--- src/rtl/sdram_init_pkg.sv ---
// Shared encodings for the SDRAM start-up sequencer.
// Assumes commands are driven as {cs_n, ras_n, cas_n, we_n}.
package sdram_init_pkg;

    localparam logic [3:0] CMD_NOP = 4'b0111;
    localparam logic [3:0] CMD_PRE = 4'b0010;
    localparam logic [3:0] CMD_REF = 4'b0001;
    localparam logic [3:0] CMD_MRS = 4'b0000;

    typedef enum logic [2:0] {
        ST_WAIT = 3'd0,
        ST_PRE  = 3'd1,
        ST_REF  = 3'd2,
        ST_MRS  = 3'd3,
        ST_DONE = 3'd4
    } step_t;

endpackage

--- src/rtl/sdram_init_timer.sv ---
// Step timer. It counts the cycles spent in the current step and flags the
// first cycle (the one that carries the command) and the last cycle.
// Assumes limit_m1 only changes in the cycle that follows a 'last' pulse.
module sdram_init_timer #(
    parameter int CNT_W = 8
) (
    input  logic             clk,
    input  logic             rst_n,
    input  logic             hold,
    input  logic [CNT_W-1:0] limit_m1,
    output logic             first,
    output logic             last
);

    logic [CNT_W-1:0] cnt;

    // Count up within a step, and wrap to zero at the step's end or while held.
    always_ff @(posedge clk) begin
        if (!rst_n) begin
            cnt <= '0;
        end else if (hold || last) begin
            cnt <= '0;
        end else begin
            cnt <= cnt + 1'b1;
        end
    end

    assign first = (cnt == '0);
    assign last  = (cnt == limit_m1);


    cnt_bound_chk: assert property (@(posedge clk) disable iff (!rst_n)
        cnt <= limit_m1);

endmodule

--- src/rtl/sdram_init_ctrl.sv ---
// Step sequencer. It walks through wait, precharge, refresh group and mode load,
// in the order that MRS_FIRST selects, and supplies the length of each step to
// the timer. Assumes all lengths are already clamped to at least 1 and REF_N >= 2.
module sdram_init_ctrl
    import sdram_init_pkg::*;
#(
    parameter int CNT_W     = 8,
    parameter int WAIT_CYC  = 100,
    parameter int RP_CYC    = 3,
    parameter int RC_CYC    = 9,
    parameter int MRD_CYC   = 2,
    parameter int REF_N     = 2,
    parameter bit MRS_FIRST = 1'b0
) (
    input  logic             clk,
    input  logic             rst_n,
    input  logic             last,
    output step_t            step,
    output logic             hold,
    output logic [CNT_W-1:0] limit_m1
);

    localparam int RW = (REF_N > 2) ? $clog2(REF_N) : 1;
    localparam logic [RW-1:0] REF_LAST = RW'(REF_N - 1);
    localparam step_t AFTER_PRE = MRS_FIRST ? ST_MRS : ST_REF;
    localparam step_t AFTER_REF = MRS_FIRST ? ST_DONE : ST_MRS;
    localparam step_t AFTER_MRS = MRS_FIRST ? ST_REF : ST_DONE;

    logic [RW-1:0] ref_idx;

    // Move to the next step at the end of each step's window.
    always_ff @(posedge clk) begin
        if (!rst_n) begin
            step    <= ST_WAIT;
            ref_idx <= '0;
        end else if (last && step != ST_DONE) begin
            case (step)
                ST_WAIT: step <= ST_PRE;
                ST_PRE:  step <= AFTER_PRE;
                ST_REF: begin
                    if (ref_idx == REF_LAST) begin
                        ref_idx <= '0;
                        step    <= AFTER_REF;
                    end else begin
                        ref_idx <= ref_idx + 1'b1;
                    end
                end
                ST_MRS:  step <= AFTER_MRS;
                default: step <= ST_DONE;
            endcase
        end
    end

    // Select the window length for the current step.
    always_comb begin
        case (step)
            ST_WAIT: limit_m1 = CNT_W'(WAIT_CYC - 1);
            ST_PRE:  limit_m1 = CNT_W'(RP_CYC - 1);
            ST_REF:  limit_m1 = CNT_W'(RC_CYC - 1);
            ST_MRS:  limit_m1 = CNT_W'(MRD_CYC - 1);
            default: limit_m1 = '0;
        endcase
    end

    assign hold = (step == ST_DONE);


    done_sticky_chk: assert property (@(posedge clk) disable iff (!rst_n)
        step == ST_DONE |=> step == ST_DONE);


    ref_idx_range_chk: assert property (@(posedge clk) disable iff (!rst_n)
        ref_idx <= REF_LAST);



    order_after_pre_chk: assert property (@(posedge clk) disable iff (!rst_n)
        (step == ST_PRE && last) |=> step == AFTER_PRE);

endmodule

--- src/rtl/sdram_init_drive.sv ---
// Pin driver. It turns the current step and the timer's first-cycle flag into
// the command, address, bank, clock-enable and mask outputs.
// Assumes AP_BIT < ADDR_W. Purely combinational.
module sdram_init_drive
    import sdram_init_pkg::*;
#(
    parameter int ADDR_W = 11,
    parameter int BANK_W = 1,
    parameter int DQM_W  = 2,
    parameter int AP_BIT = 10
) (
    input  step_t              step,
    input  logic               first,
    input  logic [ADDR_W-1:0]  mode_word,
    output logic [3:0]         cmd,
    output logic [ADDR_W-1:0]  addr,
    output logic [BANK_W-1:0]  ba,
    output logic               cke,
    output logic [DQM_W-1:0]   dqm,
    output logic               done
);

    // Put the step's command on the bus in its first cycle, and NOP otherwise.
    always_comb begin
        cmd  = CMD_NOP;
        addr = '0;
        ba   = '0;
        if (first) begin
            case (step)
                ST_PRE: begin
                    cmd          = CMD_PRE;
                    addr[AP_BIT] = 1'b1;
                end
                ST_REF: cmd = CMD_REF;
                ST_MRS: begin
                    cmd          = CMD_MRS;
                    addr         = mode_word;
                    addr[AP_BIT] = 1'b0;
                end
                default: cmd = CMD_NOP;
            endcase
        end
    end

    assign cke  = 1'b1;
    assign done = (step == ST_DONE);
    assign dqm  = {DQM_W{step != ST_DONE}};

endmodule

--- src/rtl/sdram_init_seq.sv ---
// Top level of the SDRAM start-up sequencer. It clamps the parameters, links
// the step sequencer, the step timer and the pin driver, and holds the checks
// that span the whole command timeline.
// Assumes mode_word is stable from the mode-load cycle onward.
module sdram_init_seq
    import sdram_init_pkg::*;
#(
    parameter int CLK_MHZ       = 100,
    parameter int WAIT_US       = 200,
    parameter int T_RP          = 3,
    parameter int T_RC          = 9,
    parameter int T_MRD         = 2,
    parameter int REFRESH_COUNT = 2,
    parameter bit MRS_FIRST     = 1'b0,
    parameter int ADDR_W        = 11,
    parameter int BANK_W        = 1,
    parameter int DQM_W         = 2,
    parameter int AP_BIT        = 10
) (
    input  logic              clk,
    input  logic              rst_n,
    input  logic [ADDR_W-1:0] mode_word,
    output logic              cke,
    output logic              cs_n,
    output logic              ras_n,
    output logic              cas_n,
    output logic              we_n,
    output logic [DQM_W-1:0]  dqm,
    output logic [ADDR_W-1:0] addr,
    output logic [BANK_W-1:0] ba,
    output logic              init_done
);

    localparam int WAIT_CYC = (CLK_MHZ * WAIT_US < 1) ? 1 : CLK_MHZ * WAIT_US;
    localparam int RP_CYC   = (T_RP < 1) ? 1 : T_RP;
    localparam int RC_CYC   = (T_RC < 1) ? 1 : T_RC;
    localparam int MRD_CYC  = (T_MRD < 1) ? 1 : T_MRD;
    localparam int REF_N    = (REFRESH_COUNT < 2) ? 2 : REFRESH_COUNT;
    localparam int MAX_A    = (WAIT_CYC > RP_CYC) ? WAIT_CYC : RP_CYC;
    localparam int MAX_B    = (RC_CYC > MRD_CYC) ? RC_CYC : MRD_CYC;
    localparam int MAX_L    = (MAX_A > MAX_B) ? MAX_A : MAX_B;
    localparam int CNT_W    = $clog2(MAX_L + 1);
    localparam int RCW      = $clog2(REF_N + 1);

    step_t            step;
    logic             hold;
    logic             first;
    logic             last;
    logic [CNT_W-1:0] limit_m1;
    logic [3:0]       cmd_bus;

    sdram_init_ctrl #(
        .CNT_W     (CNT_W),
        .WAIT_CYC  (WAIT_CYC),
        .RP_CYC    (RP_CYC),
        .RC_CYC    (RC_CYC),
        .MRD_CYC   (MRD_CYC),
        .REF_N     (REF_N),
        .MRS_FIRST (MRS_FIRST)
    ) u_ctrl (
        .clk      (clk),
        .rst_n    (rst_n),
        .last     (last),
        .step     (step),
        .hold     (hold),
        .limit_m1 (limit_m1)
    );

    sdram_init_timer #(
        .CNT_W (CNT_W)
    ) u_timer (
        .clk      (clk),
        .rst_n    (rst_n),
        .hold     (hold),
        .limit_m1 (limit_m1),
        .first    (first),
        .last     (last)
    );

    sdram_init_drive #(
        .ADDR_W (ADDR_W),
        .BANK_W (BANK_W),
        .DQM_W  (DQM_W),
        .AP_BIT (AP_BIT)
    ) u_drive (
        .step      (step),
        .first     (first),
        .mode_word (mode_word),
        .cmd       (cmd_bus),
        .addr      (addr),
        .ba        (ba),
        .cke       (cke),
        .dqm       (dqm),
        .done      (init_done)
    );

    assign {cs_n, ras_n, cas_n, we_n} = cmd_bus;

    // Checker state: cycles since reset release (saturating) and refreshes seen.
    logic [CNT_W-1:0] chk_age;
    logic [RCW-1:0]   chk_refs;

    // Track elapsed cycles and issued refreshes for the timeline checks.
    always_ff @(posedge clk) begin
        if (!rst_n) begin
            chk_age  <= '0;
            chk_refs <= '0;
        end else begin
            if (chk_age != CNT_W'(WAIT_CYC)) chk_age <= chk_age + 1'b1;
            if (cmd_bus == CMD_REF && chk_refs != RCW'(REF_N)) chk_refs <= chk_refs + 1'b1;
        end
    end


    wait_gate_chk: assert property (@(posedge clk) disable iff (!rst_n)
        cmd_bus != CMD_NOP |-> chk_age == CNT_W'(WAIT_CYC));


    pre_all_chk: assert property (@(posedge clk) disable iff (!rst_n)
        cmd_bus == CMD_PRE |-> addr[AP_BIT] && ba == '0);


    ref_total_chk: assert property (@(posedge clk) disable iff (!rst_n)
        $rose(init_done) |-> chk_refs == RCW'(REF_N));


    mrs_reserved_chk: assert property (@(posedge clk) disable iff (!rst_n)
        cmd_bus == CMD_MRS |-> !addr[AP_BIT] && ba == '0);


    dqm_release_chk: assert property (@(posedge clk) disable iff (!rst_n)
        $fell(dqm[0]) |-> $rose(init_done));


    cke_high_chk: assert property (@(posedge clk) disable iff (!rst_n)
        !init_done |-> cke && (&dqm));

endmodule

--- config.mk ---
export PLATFORM = sky130hd
export DESIGN_NAME = sdram_init_seq
export DESIGN_NICKNAME = d
export VERILOG_FILES = /design/src/rtl/sdram_init_pkg.sv /design/src/rtl/sdram_init_timer.sv /design/src/rtl/sdram_init_ctrl.sv /design/src/rtl/sdram_init_drive.sv /design/src/rtl/sdram_init_seq.sv
export SDC_FILE = /design/constraint.sdc
export NUM_CORES = 1
export LEC_CHECK = 0
export BUFFER_PORTS_ARGS = -buffer_cell sky130_fd_sc_hd__buf_2
export CORE_UTILIZATION = 46
export DETAILED_ROUTE_END_ITERATION = 8
export PLACE_DENSITY = 0.68
export SLEW_MARGIN = 20
export SYNTH_ARGS = -nofsm -noshare
export SYNTH_HDL_FRONTEND = slang
export SYNTH_HIERARCHICAL = 1
export SYNTH_SLANG_ARGS = --single-unit
export TNS_END_PERCENT = 100
--- constraint.sdc ---
create_clock -name clk -period 2.91 [get_ports clk]
set_input_delay 0.4365 -clock clk [delete_from_list [all_inputs] [get_ports clk]]
set_output_delay 0.4365 -clock clk [all_outputs]
set_load 0.05 [all_outputs]
==> flow_summary.json, run 1 <==
{
  "grt_max_degree": 16,
  "finalHoldViolCount": 0,
  "place.gp.congestion": 0.8238,
  "clk_pin_slew_ns": 0.11,
  "nNetsFinal": 202,
  "grt_setup_unrepaired": "false",
  "fill_cells": 309,
  "post-synth-top-count-cell": "xnor2_1",
  "first_pass_iters": 4,
  "clock_skew_ns": 0.001514,
  "maxCapViolCount": 0,
  "grt_first_pass_wirelength_um": 4616,
  "fin_crit_ns": 2.765,
  "finalCritPeriodShare_pct": 95.02,
  "die_area_um2": 3522,
  "met2WireLength_um": 1488,
  "path_class": "reg2out",
  "yosysTopAreaCell": "dfxtp_1",
  "syn_inst": 169,
  "drtAntennaViolNets": 0,
  "drt-initial-drc-count": 18,
  "cts_tree": "yes",
  "syn_area_per_cell_um2": 8.951,
  "ys.warnings.count": 6,
  "timing.rr.start": "u_ctrl/step[1]",
  "wire_per_inst_um": 12.40,
  "powerDensity_nw_per_um2": 282.1,
  "crit_path_top_delay_cell": "or4_1",
  "antennaDiodeCount": 0,
  "max_stage_delay_ns": 0.55,
  "cts_hold_buf": 0,
  "grt_pass1_vias": 1120,
  "vias": 1179,
  "post-dp-hpwl_um": 2147,
  "leakage_nw": 0.6276,
  "synth_top_area_share_pct": 25.14,
  "worstPathArrival_ns": 2.33,
  "synthSimpleGateAreaFrac_pct": 29.11,
  "grt_usage_pct": 17.31,
  "cts-root-buf": "clkbuf_4",
  "path_cells": "or4_1 -> nor4_1 -> and4b_2 -> and2_1 -> buf_2",
  "drcViolationCount": 0,
  "cts.sinks": 19,
  "area_growth_pct": 5.790,
  "clkLatencyLatePin_ns": 0.29,
  "drive_gt1_share_pct": 27.96,
  "synthArstFlopShare_pct": 0,
  "cp_top_family": "simple AND/OR/NAND/NOR gates",
  "synth.area.top_cells": "dfxtp_1 (25%), xnor2_1 (12%), buf_4 (8.4%)",
  "viasPerCell": 5.126,
  "synthAdderAreaFrac_pct": 1.654,
  "ys_types": 40,
  "fin_ws_ns": 0.1448,
  "drv_slew": 0,
  "synth-xor-area-share_pct": 16.21,
  "tns_ns": 0,
  "synth_mux_area_share_pct": 0.6617,
  "antenna_found_initial": 0,
  "tightest_slew_ns": 0.7792,
  "status": "finished, final reports clean",
  "io_pins": 33,
  "pre_cts_ws_ns": 0.4212,
  "num_rows": 20,
  "htreeDepth": 1,
  "critPathLaunch": "u_timer/cnt[13]",
  "wl_met1_um": 1203,
  "start_util_pct": 49.15,
  "synth_top_family_by_area": "simple AND/OR/NAND/NOR gates",
  "hold_class": "in2reg",
  "hp-start": "rst_n",
  "synth-seq-cells": 19,
  "wl_um": 2853,
  "fmax_ghz": 0.3616,
  "synth_compound_area_share_pct": 13.07,
  "max-slew-margin-rel_pct": 48.05,
  "cts_buffer_depth": 2,
  "core_um2": 3078,
  "ys_seq_area_share_pct": 25.14,
  "endpoint_kind": "primary output",
  "portBuffers": 28,
  "worstPathMaxFanout": 10,
  "crit_path_start_kind": "register",
  "overflow": 0,
  "synth_area_um2": 1513,
  "die_h_um": 59.35,
  "max-vdd-ir-drop_mv": 0.2171,
  "dr_wl_met3_um": 143,
  "worst-path-buf-inv": 1,
  "numCtsBuffers": 3,
  "synth_edf_count": 0,
  "setup_viol": 0,
  "ys_top_cells_by_count": "xnor2_1 (21), dfxtp_1 (19), buf_4 (17)",
  "synth_ff_type": "dfxtp_1",
  "required_ns": 2.47,
  "die_w_um": 59.35,
  "dr.max_layer_used": "met4"
}
final timing paths:
check	end	slack (ns)	depth (start not counted)
setup / recovery	addr[6]	0.14	5
hold / removal	u_ctrl/step[1]	0.41	2
setup reg to reg	u_ctrl/step[0]	0.82	8
hold reg to reg	u_ctrl/ref_idx	0.47	2
metrics by stage:
| step | cells | power [mW] | hold WS (ns) | util (%) | instance area (um^2) |
|---|---|---|---|---|---|
| global route | 230 | 0.4745 | 0.4047 | 51.99 | 1600 |
| global placement | 226 | 0.3246 | 0.4504 | 51.10 | 1573 |
| detailed placement | 226 | 0.3261 | 0.4609 | 51.10 | 1573 |
| finish | 230 | 0.4515 | 0.4137 | 51.99 | 1600 |
| CTS | 230 | 0.4581 | 0.4044 | 51.95 | 1599 |
| floorplan | 175 | 0.3204 | 0.4375 | - | 1535 |
report_power, final:
group	total [mW]	internal [mW]	switching, mW
sequential	0.271	0.263	0.00718
combinational	0.0484	0.0182	0.0302
clock	0.132	0.0533	0.0791
total	0.451	0.335	0.117
cells by family (layout without fill, tap and decap cells):
group / count (synthesis) / after routing
AOI/OAI and AO/OA: 20 / 20
xor gates and xnor gates: 28 / 28
adders and majority gates: 2 / 2
buffers and inverters: 30 / 41
DFF: 19 / 19
muxes: 1 / 1
other: 3 / 9
and+or+nand+nor: 66 / 66
cell usage in the layout, fill, tap and decap left out, types with 3 or more instances in the layout:
master    Yosys  routed
buf_2         3      28
xnor2_1      21      21
dfxtp_1      19      19
and2_1       12      12
conb_1        3       9
a211oi_2      9       9
nor2_1        8       8
xor2_1        7       7
nand2_1       7       7
inv_1         6       6
nand4_1       6       6
nor3_1        5       5
nand3_1       5       5
a211oi_1      5       5
clkbuf_4      0       3
nand2b_1      3       3
nor2b_1       3       3
buf_4        17       3
state kept, by name (all words and copies together), names as in the netlist:
| signal | cells |
|---|---|
| u_ctrl/step | 3 |
| u_ctrl/ref_idx | 1 |
| u_timer/cnt | 15 |
final cells by class:
| type | count | area (um^2) | share of cell area [%] |
|---|---|---|---|
| sequential | 19 | 380.4 | 23.77 |
| clock buffer | 4 | 26.28 | 1.642 |
| inverter | 6 | 22.52 | 1.407 |
| tap | 44 | 55.05 | 3.440 |
| multi-input combinational | 126 | 953.4 | 59.58 |
| timing repair buffer | 31 | 162.7 | 10.16 |
what timing repair did:
item                       in CTS  in global routing
setup buffers                   0                  0
setup endpoints to repair       0                 10
resized for setup               0                  1
routing by layer:
layer / GRT usage, % / up-vias
met2: 34.67 / 31
met5: 0 / -
met4: 7.143 / 0
li1: - / 595
met1: 18.11 / 551
met3: 1.310 / 2
Note: power is estimated with default switching activity, not from simulation.
==> run 2: changes to the inputs <==
--- a/config.mk
+++ b/config.mk
@@ -9,7 +9,6 @@
 export CORE_UTILIZATION = 46
 export DETAILED_ROUTE_END_ITERATION = 8
 export PLACE_DENSITY = 0.68
-export SLEW_MARGIN = 20
 export SYNTH_ARGS = -nofsm -noshare
 export SYNTH_HDL_FRONTEND = slang
 export SYNTH_HIERARCHICAL = 1
==> constraint.sdc (replaced) <==
create_clock -name clk -period 3.3 [get_ports clk]
set_input_delay 0.495 -clock clk [delete_from_list [all_inputs] [get_ports clk]]
set_output_delay 0.495 -clock clk [all_outputs]
set_load 0.05 [all_outputs]
==> run 2 against run 1 <==
  * Core utilization grew 0.081 points
  * Sequential power shrank 11%
  * Sequential share of layout area is essentially flat
  * Critical path depth is the same
  * Setup slack gained 0.26 ns
  * Final area grew 0.16%
  * Via count grew 5.8%
  * Combinational power shrank 9.9%
  * Power shrank 10%
  * Critical path type unchanged
==> flow_summary.json, run 2 (same netlist as run 1, synthesis figures left out) <==
{
  "pre_cts_ws_ns": 0.7322,
  "grt_setup_unrepaired": "false",
  "worst-path-buf-inv": 1,
  "worstPathArrival_ns": 2.40,
  "seq_area_um2": 380.4,
  "finalHoldViolCount": 0,
  "grt_max_degree": 17,
  "reg_top3": "u_timer/cnt: 15 flops, u_ctrl/step: 3 flops, u_ctrl/ref_idx: 1 flops",
  "place.gp.congestion": 0.8322,
  "antenna_found_initial": 0,
  "worstPathMaxFanout": 10,
  "antennaDiodeCount": 0,
  "cts_buffer_depth": 2,
  "drcViolationCount": 0,
  "wire_per_inst_um": 13.37,
  "numCtsBuffers": 3,
  "p_total_mw": 0.4064,
  "layout_common_cells": "buf_2 (28), xnor2_1 (21), dfxtp_1 (19)",
  "cts_hold_buf": 0,
  "required_ns": 2.80,
  "start_util_pct": 49.15,
  "final_cell_count_no_fill": 230,
  "first_pass_iters": 4,
  "largest_reg_flops": 15,
  "tns_ns": 0,
  "cts.sinks": 19,
  "path_class": "reg2out",
  "overflow": 0,
  "multiInputGateArea_um2": 952.2,
  "fmax_ghz": 0.3460,
  "cts_tree": "yes",
  "powerDensity_nw_per_um2": 253.6,
  "post-dp-hpwl_um": 2208,
  "wl_um": 3074,
  "status": "finished, final reports clean",
  "grt_first_pass_wirelength_um": 5244,
  "cts_resized": 0,
  "max_stage_delay_ns": 0.53,
  "max-slew-margin-rel_pct": 45.46,
  "grt_usage_pct": 19.56,
  "cts_setup_buffers": 0,
  "fin_ws_ns": 0.4096,
  "endpoint_kind": "primary output",
  "tightest_slew_ns": 0.8181,
  "area_growth_pct": 5.956,
  "top_register": "u_timer/cnt",
  "cp_top_family": "simple AND/OR/NAND/NOR gates",
  "holdWs_ns": 0.4795,
  "fin_crit_ns": 2.890,
  "clk_pin_slew_ns": 0.11,
  "drt-initial-drc-count": 35,
  "hold_class": "in2reg",
  "htreeDepth": 1,
  "io_pins": 33,
  "crit_path_start_kind": "register",
  "finalCritPeriodShare_pct": 87.59,
  "clkLatencyLatePin_ns": 0.30,
  "nNetsFinal": 202,
  "placed_cells": 226,
  "cts-root-buf": "clkbuf_4",
  "mostFrequentLayoutCell": "buf_2",
  "grt_pass1_vias": 1160,
  "core_um2": 3078,
  "vias": 1247,
  "fill_cells": 303,
  "drtAntennaViolNets": 0,
  "max-vdd-ir-drop_mv": 0.2308,
  "viasPerCell": 5.422,
  "die_h_um": 59.35,
  "path_cells": "or4_1 -> nor4_1 -> and4b_1 -> and2_1 -> buf_2",
  "maxCapViolCount": 0,
  "die_area_um2": 3522,
  "setup_viol": 0,
  "portBuffers": 28,
  "die_w_um": 59.35,
  "drv_slew": 0,
  "drive_gt1_share_pct": 27.96,
  "num_rows": 20,
  "leakage_nw": 0.6272,
  "crit_path_top_delay_cell": "or4_1",
  "clock_skew_ns": 0.002199
}
run 2: changes by cell type in the layout (fill, tap and decap cells not counted):
cell,previous run,this run
and4b_1,0,1
and4b_2,1,0
clkbuf_1,1,0
clkinvlp_4,0,1
run 2: cell type report:
| type | instances | area share (%) |
|---|---|---|
| Clock inverter | 1 | 0.4684 |
| Timing Repair Buffer | 31 | 10.15 |
| Inverter | 6 | 1.405 |
| Sequential cell | 19 | 23.73 |
| Tap cell | 44 | 3.435 |
| Clock buffer | 3 | 1.405 |
| Multi-Input combinational cell | 126 | 59.41 |
run 2: worst reg2reg max path: cells and delay by family (launching register included):
kind,cells,cell delay [ns]
DFF,1,0.59
and+or+nand+nor,5,0.95
buffers and inverters,2,0.49
muxes,1,0.19
xor gates and xnor gates,1,0.13
run 2: routing by layer:
| metal | up-vias | part of all wire, % | wire, um | track usage, % |
|---|---|---|---|---|
| li1 | 597 | - | - | - |
| met1 | 591 | 41 | 1273 | 23.49 |
| met2 | 51 | 51 | 1557 | 36.28 |
| met3 | 8 | 6.5 | 201 | 1.528 |
| met4 | 0 | 1.4 | 42 | 6.463 |
| met5 | - | 0 | 0 | 0 |
run 2: stage by stage:
step,cell area [um^2],utilization (%)
floorplan,1535,-
global placement,1573,51.10
detailed placement,1573,51.10
CTS,1603,52.07
global route,1603,52.07
finish,1603,52.07
run 2: worst paths after layout:
| path | from | to | slack [ns] | depth (start not counted) |
|---|---|---|---|---|
| max | u_timer/cnt[13] | addr[7] | 0.41 | 5 |
| min | rst_n | u_ctrl/step[1] | 0.48 | 2 |
| max reg2reg | u_ctrl/step[1] | u_ctrl/ref_idx | 0.90 | 9 |
| min reg2reg | u_ctrl/ref_idx | u_ctrl/ref_idx | 0.49 | 2 |
run 2: report_power, final:
group	internal (mW)	switching, mW
combinational	0.0162	0.0274
clock	0.0463	0.0767
sequential	0.232	0.00745
==> run 3: changes to the inputs <==
--- a/config.mk
+++ b/config.mk
@@ -9,6 +9,7 @@
 export CORE_UTILIZATION = 46
 export DETAILED_ROUTE_END_ITERATION = 8
 export PLACE_DENSITY = 0.68
+export REMOVE_ABC_BUFFERS = 1
 export SYNTH_ARGS = -nofsm -noshare
 export SYNTH_HDL_FRONTEND = slang
 export SYNTH_HIERARCHICAL = 1
==> run 3 against run 2 <==
  * Sequential cell count unchanged
  * Final cell count down 0.43%
  * Sequential power about the same
  * Critical path depth unchanged
  * Hold slack worse by 0.033 ns
  * Critical path type unchanged
  * Largest cell class unchanged
==> flow_summary.json, run 3 (same netlist as run 1, synthesis figures left out) <==
{
  "cts_resized": 0,
  "path_class": "reg2out",
  "combPwrFrac_pct": 10.2,
  "drcViolationCount": 0,
  "die_area_um2": 3522,
  "path_cells": "or4_1 -> nor4_1 -> and4b_1 -> and2_1 -> buf_2",
  "finalHoldViolCount": 0,
  "crit_path_top_delay_cell": "or4_1",
  "antenna_found_initial": 0,
  "mostFrequentLayoutCell": "buf_2",
  "placed_cells": 225,
  "hold_class": "in2reg",
  "fill_cells": 300,
  "tightest_slew_ns": 0.9744,
  "crit_path_start_kind": "register",
  "first_pass_iters": 4,
  "start_util_pct": 49.15,
  "antennaDiodeCount": 0,
  "timing.rr.start": "u_ctrl/step[1]",
  "layout_common_cells": "buf_2 (28), xnor2_1 (21), dfxtp_1 (19)",
  "cts.sinks": 19,
  "die_w_um": 59.35,
  "cts_hold_buf": 0,
  "sw_frac_of_total_pct": 28.06,
  "area_growth_pct": 5.459,
  "max_stage_delay_ns": 0.54,
  "portBuffers": 28,
  "cts_tree": "yes",
  "drv_slew": 0,
  "pwr-share-clk_pct": 31.3,
  "grt_max_degree": 16,
  "power_frac_seq_pct": 58.5,
  "maxCapViolCount": 0,
  "drive_gt1_share_pct": 27.57,
  "nNetsFinal": 201,
  "worstHoldEndpoint": "u_ctrl/step[1]",
  "drtAntennaViolNets": 0,
  "multiInputGateArea_um2": 952.2,
  "setup_viol": 0,
  "core_um2": 3078,
  "vias": 1163,
  "io_pins": 33,
  "cts_setup_buffers": 0,
  "drt-initial-drc-count": 20,
  "grt_setup_unrepaired": "false",
  "tns_ns": 0,
  "required_ns": 2.80,
  "grt_pass1_vias": 1083,
  "final_area_um2": 1595,
  "post-dp-hpwl_um": 2142,
  "powerDensity_nw_per_um2": 256.8,
  "status": "finished, final reports clean",
  "hp-start": "rst_n",
  "cts-root-buf": "clkbuf_4",
  "worstPathArrival_ns": 2.41,
  "clock_skew_ns": 0.01447,
  "largest_reg_flops": 15,
  "wire_per_inst_um": 12.49,
  "finalCritPeriodShare_pct": 88.14,
  "place.gp.congestion": 0.8309,
  "ff2ff_setup_slack_ns": 0.67,
  "wl_um": 2860,
  "die_h_um": 59.35,
  "seq_area_um2": 380.4,
  "max-vdd-ir-drop_mv": 0.2259,
  "fmax_ghz": 0.3438,
  "grt_usage_pct": 18.13,
  "fin_crit_ns": 2.909,
  "grt_first_pass_wirelength_um": 4761,
  "clkLatencyLatePin_ns": 0.32,
  "num_rows": 20,
  "final_cell_count_no_fill": 229,
  "clk_pin_slew_ns": 0.13,
  "reg_top3": "u_timer/cnt: 15 flops, u_ctrl/step: 3 flops, u_ctrl/ref_idx: 1 flops",
  "top_register": "u_timer/cnt",
  "internal_power_mw": 0.2947,
  "endpoint_kind": "primary output",
  "cts_buffer_depth": 2,
  "p_sw_mw": 0.1150,
  "rr_endpoint": "u_ctrl/step[0]",
  "max-slew-margin-rel_pct": 34.54,
  "r2r_cells": 7,
  "worstPathMaxFanout": 10,
  "viasPerCell": 5.079,
  "placed_cell_area_um2": 1565,
  "numCtsBuffers": 3,
  "htreeDepth": 1,
  "leakage_nw": 0.6231,
  "holdWs_ns": 0.4461,
  "overflow": 0,
  "min_path_cells": 2
}
[run 3: cell types whose count changed in the layout (fill, tap and decap cells not counted), sizes merged]
cell / change
buf: -1
[run 3: worst max-delay path by stage]
stage | start | end | slack, ns
floorplan | u_ctrl/step[1] | u_ctrl/step[0] | 0.49
global placement | u_timer/cnt[13] | addr[7] | 0.76
detailed placement | u_ctrl/step[1] | u_ctrl/step[0] | 0.67
CTS | u_timer/cnt[13] | addr[7] | 0.35
global route | u_timer/cnt[13] | addr[7] | 0.25
finish | u_timer/cnt[13] | addr[7] | 0.39
[run 3: routing by layer]
metal	global-route usage, %	vias up	wire length, um	part of all wire, %
met2	32.42	36	1336	47
met4	8.163	0	49	1.7
met1	21.59	534	1327	46
li1	-	588	-	-
met5	0	-	0	0
met3	1.965	5	147	5.1
[run 3: critical path: cells and delay by family, from the launching register on]
kind / cells / cell delay (ns)
buffers and inverters: 1 / 0.26
flip-flops: 1 / 0.38
AND/OR/NAND/NOR: 4 / 1.46
[run 3: cell type report]
cell class	instances	share of cell area, %
Clock buffer	3	1.412
Clock inverter	1	0.4706
Inverter	6	1.412
Multi-Input combinational cell	126	59.69
Sequential cell	19	23.84
Tap cell	44	3.451
Timing Repair Buffer	30	9.726
[run 3: metrics by stage]
step                total power, mW  util (%)  worst slack [ns]
global placement             0.2851     50.85            0.7569
floorplan                    0.2736         -            0.4852
detailed placement           0.2869     50.85            0.6671
global route                 0.4301     51.83            0.2458
CTS                          0.4167     51.83            0.3546
finish                       0.4096     51.83            0.3915
[run 3: power by group through the flow]
stage                     Sequential, mW  Clock (mW)  Combinational (mW)
after global routing               0.240       0.142              0.0475
after global placement             0.244           0              0.0408
after floorplan                    0.243           0              0.0309
after CTS                          0.240       0.135              0.0422
after detailed placement           0.245           0              0.0422
final                              0.240       0.128              0.0419
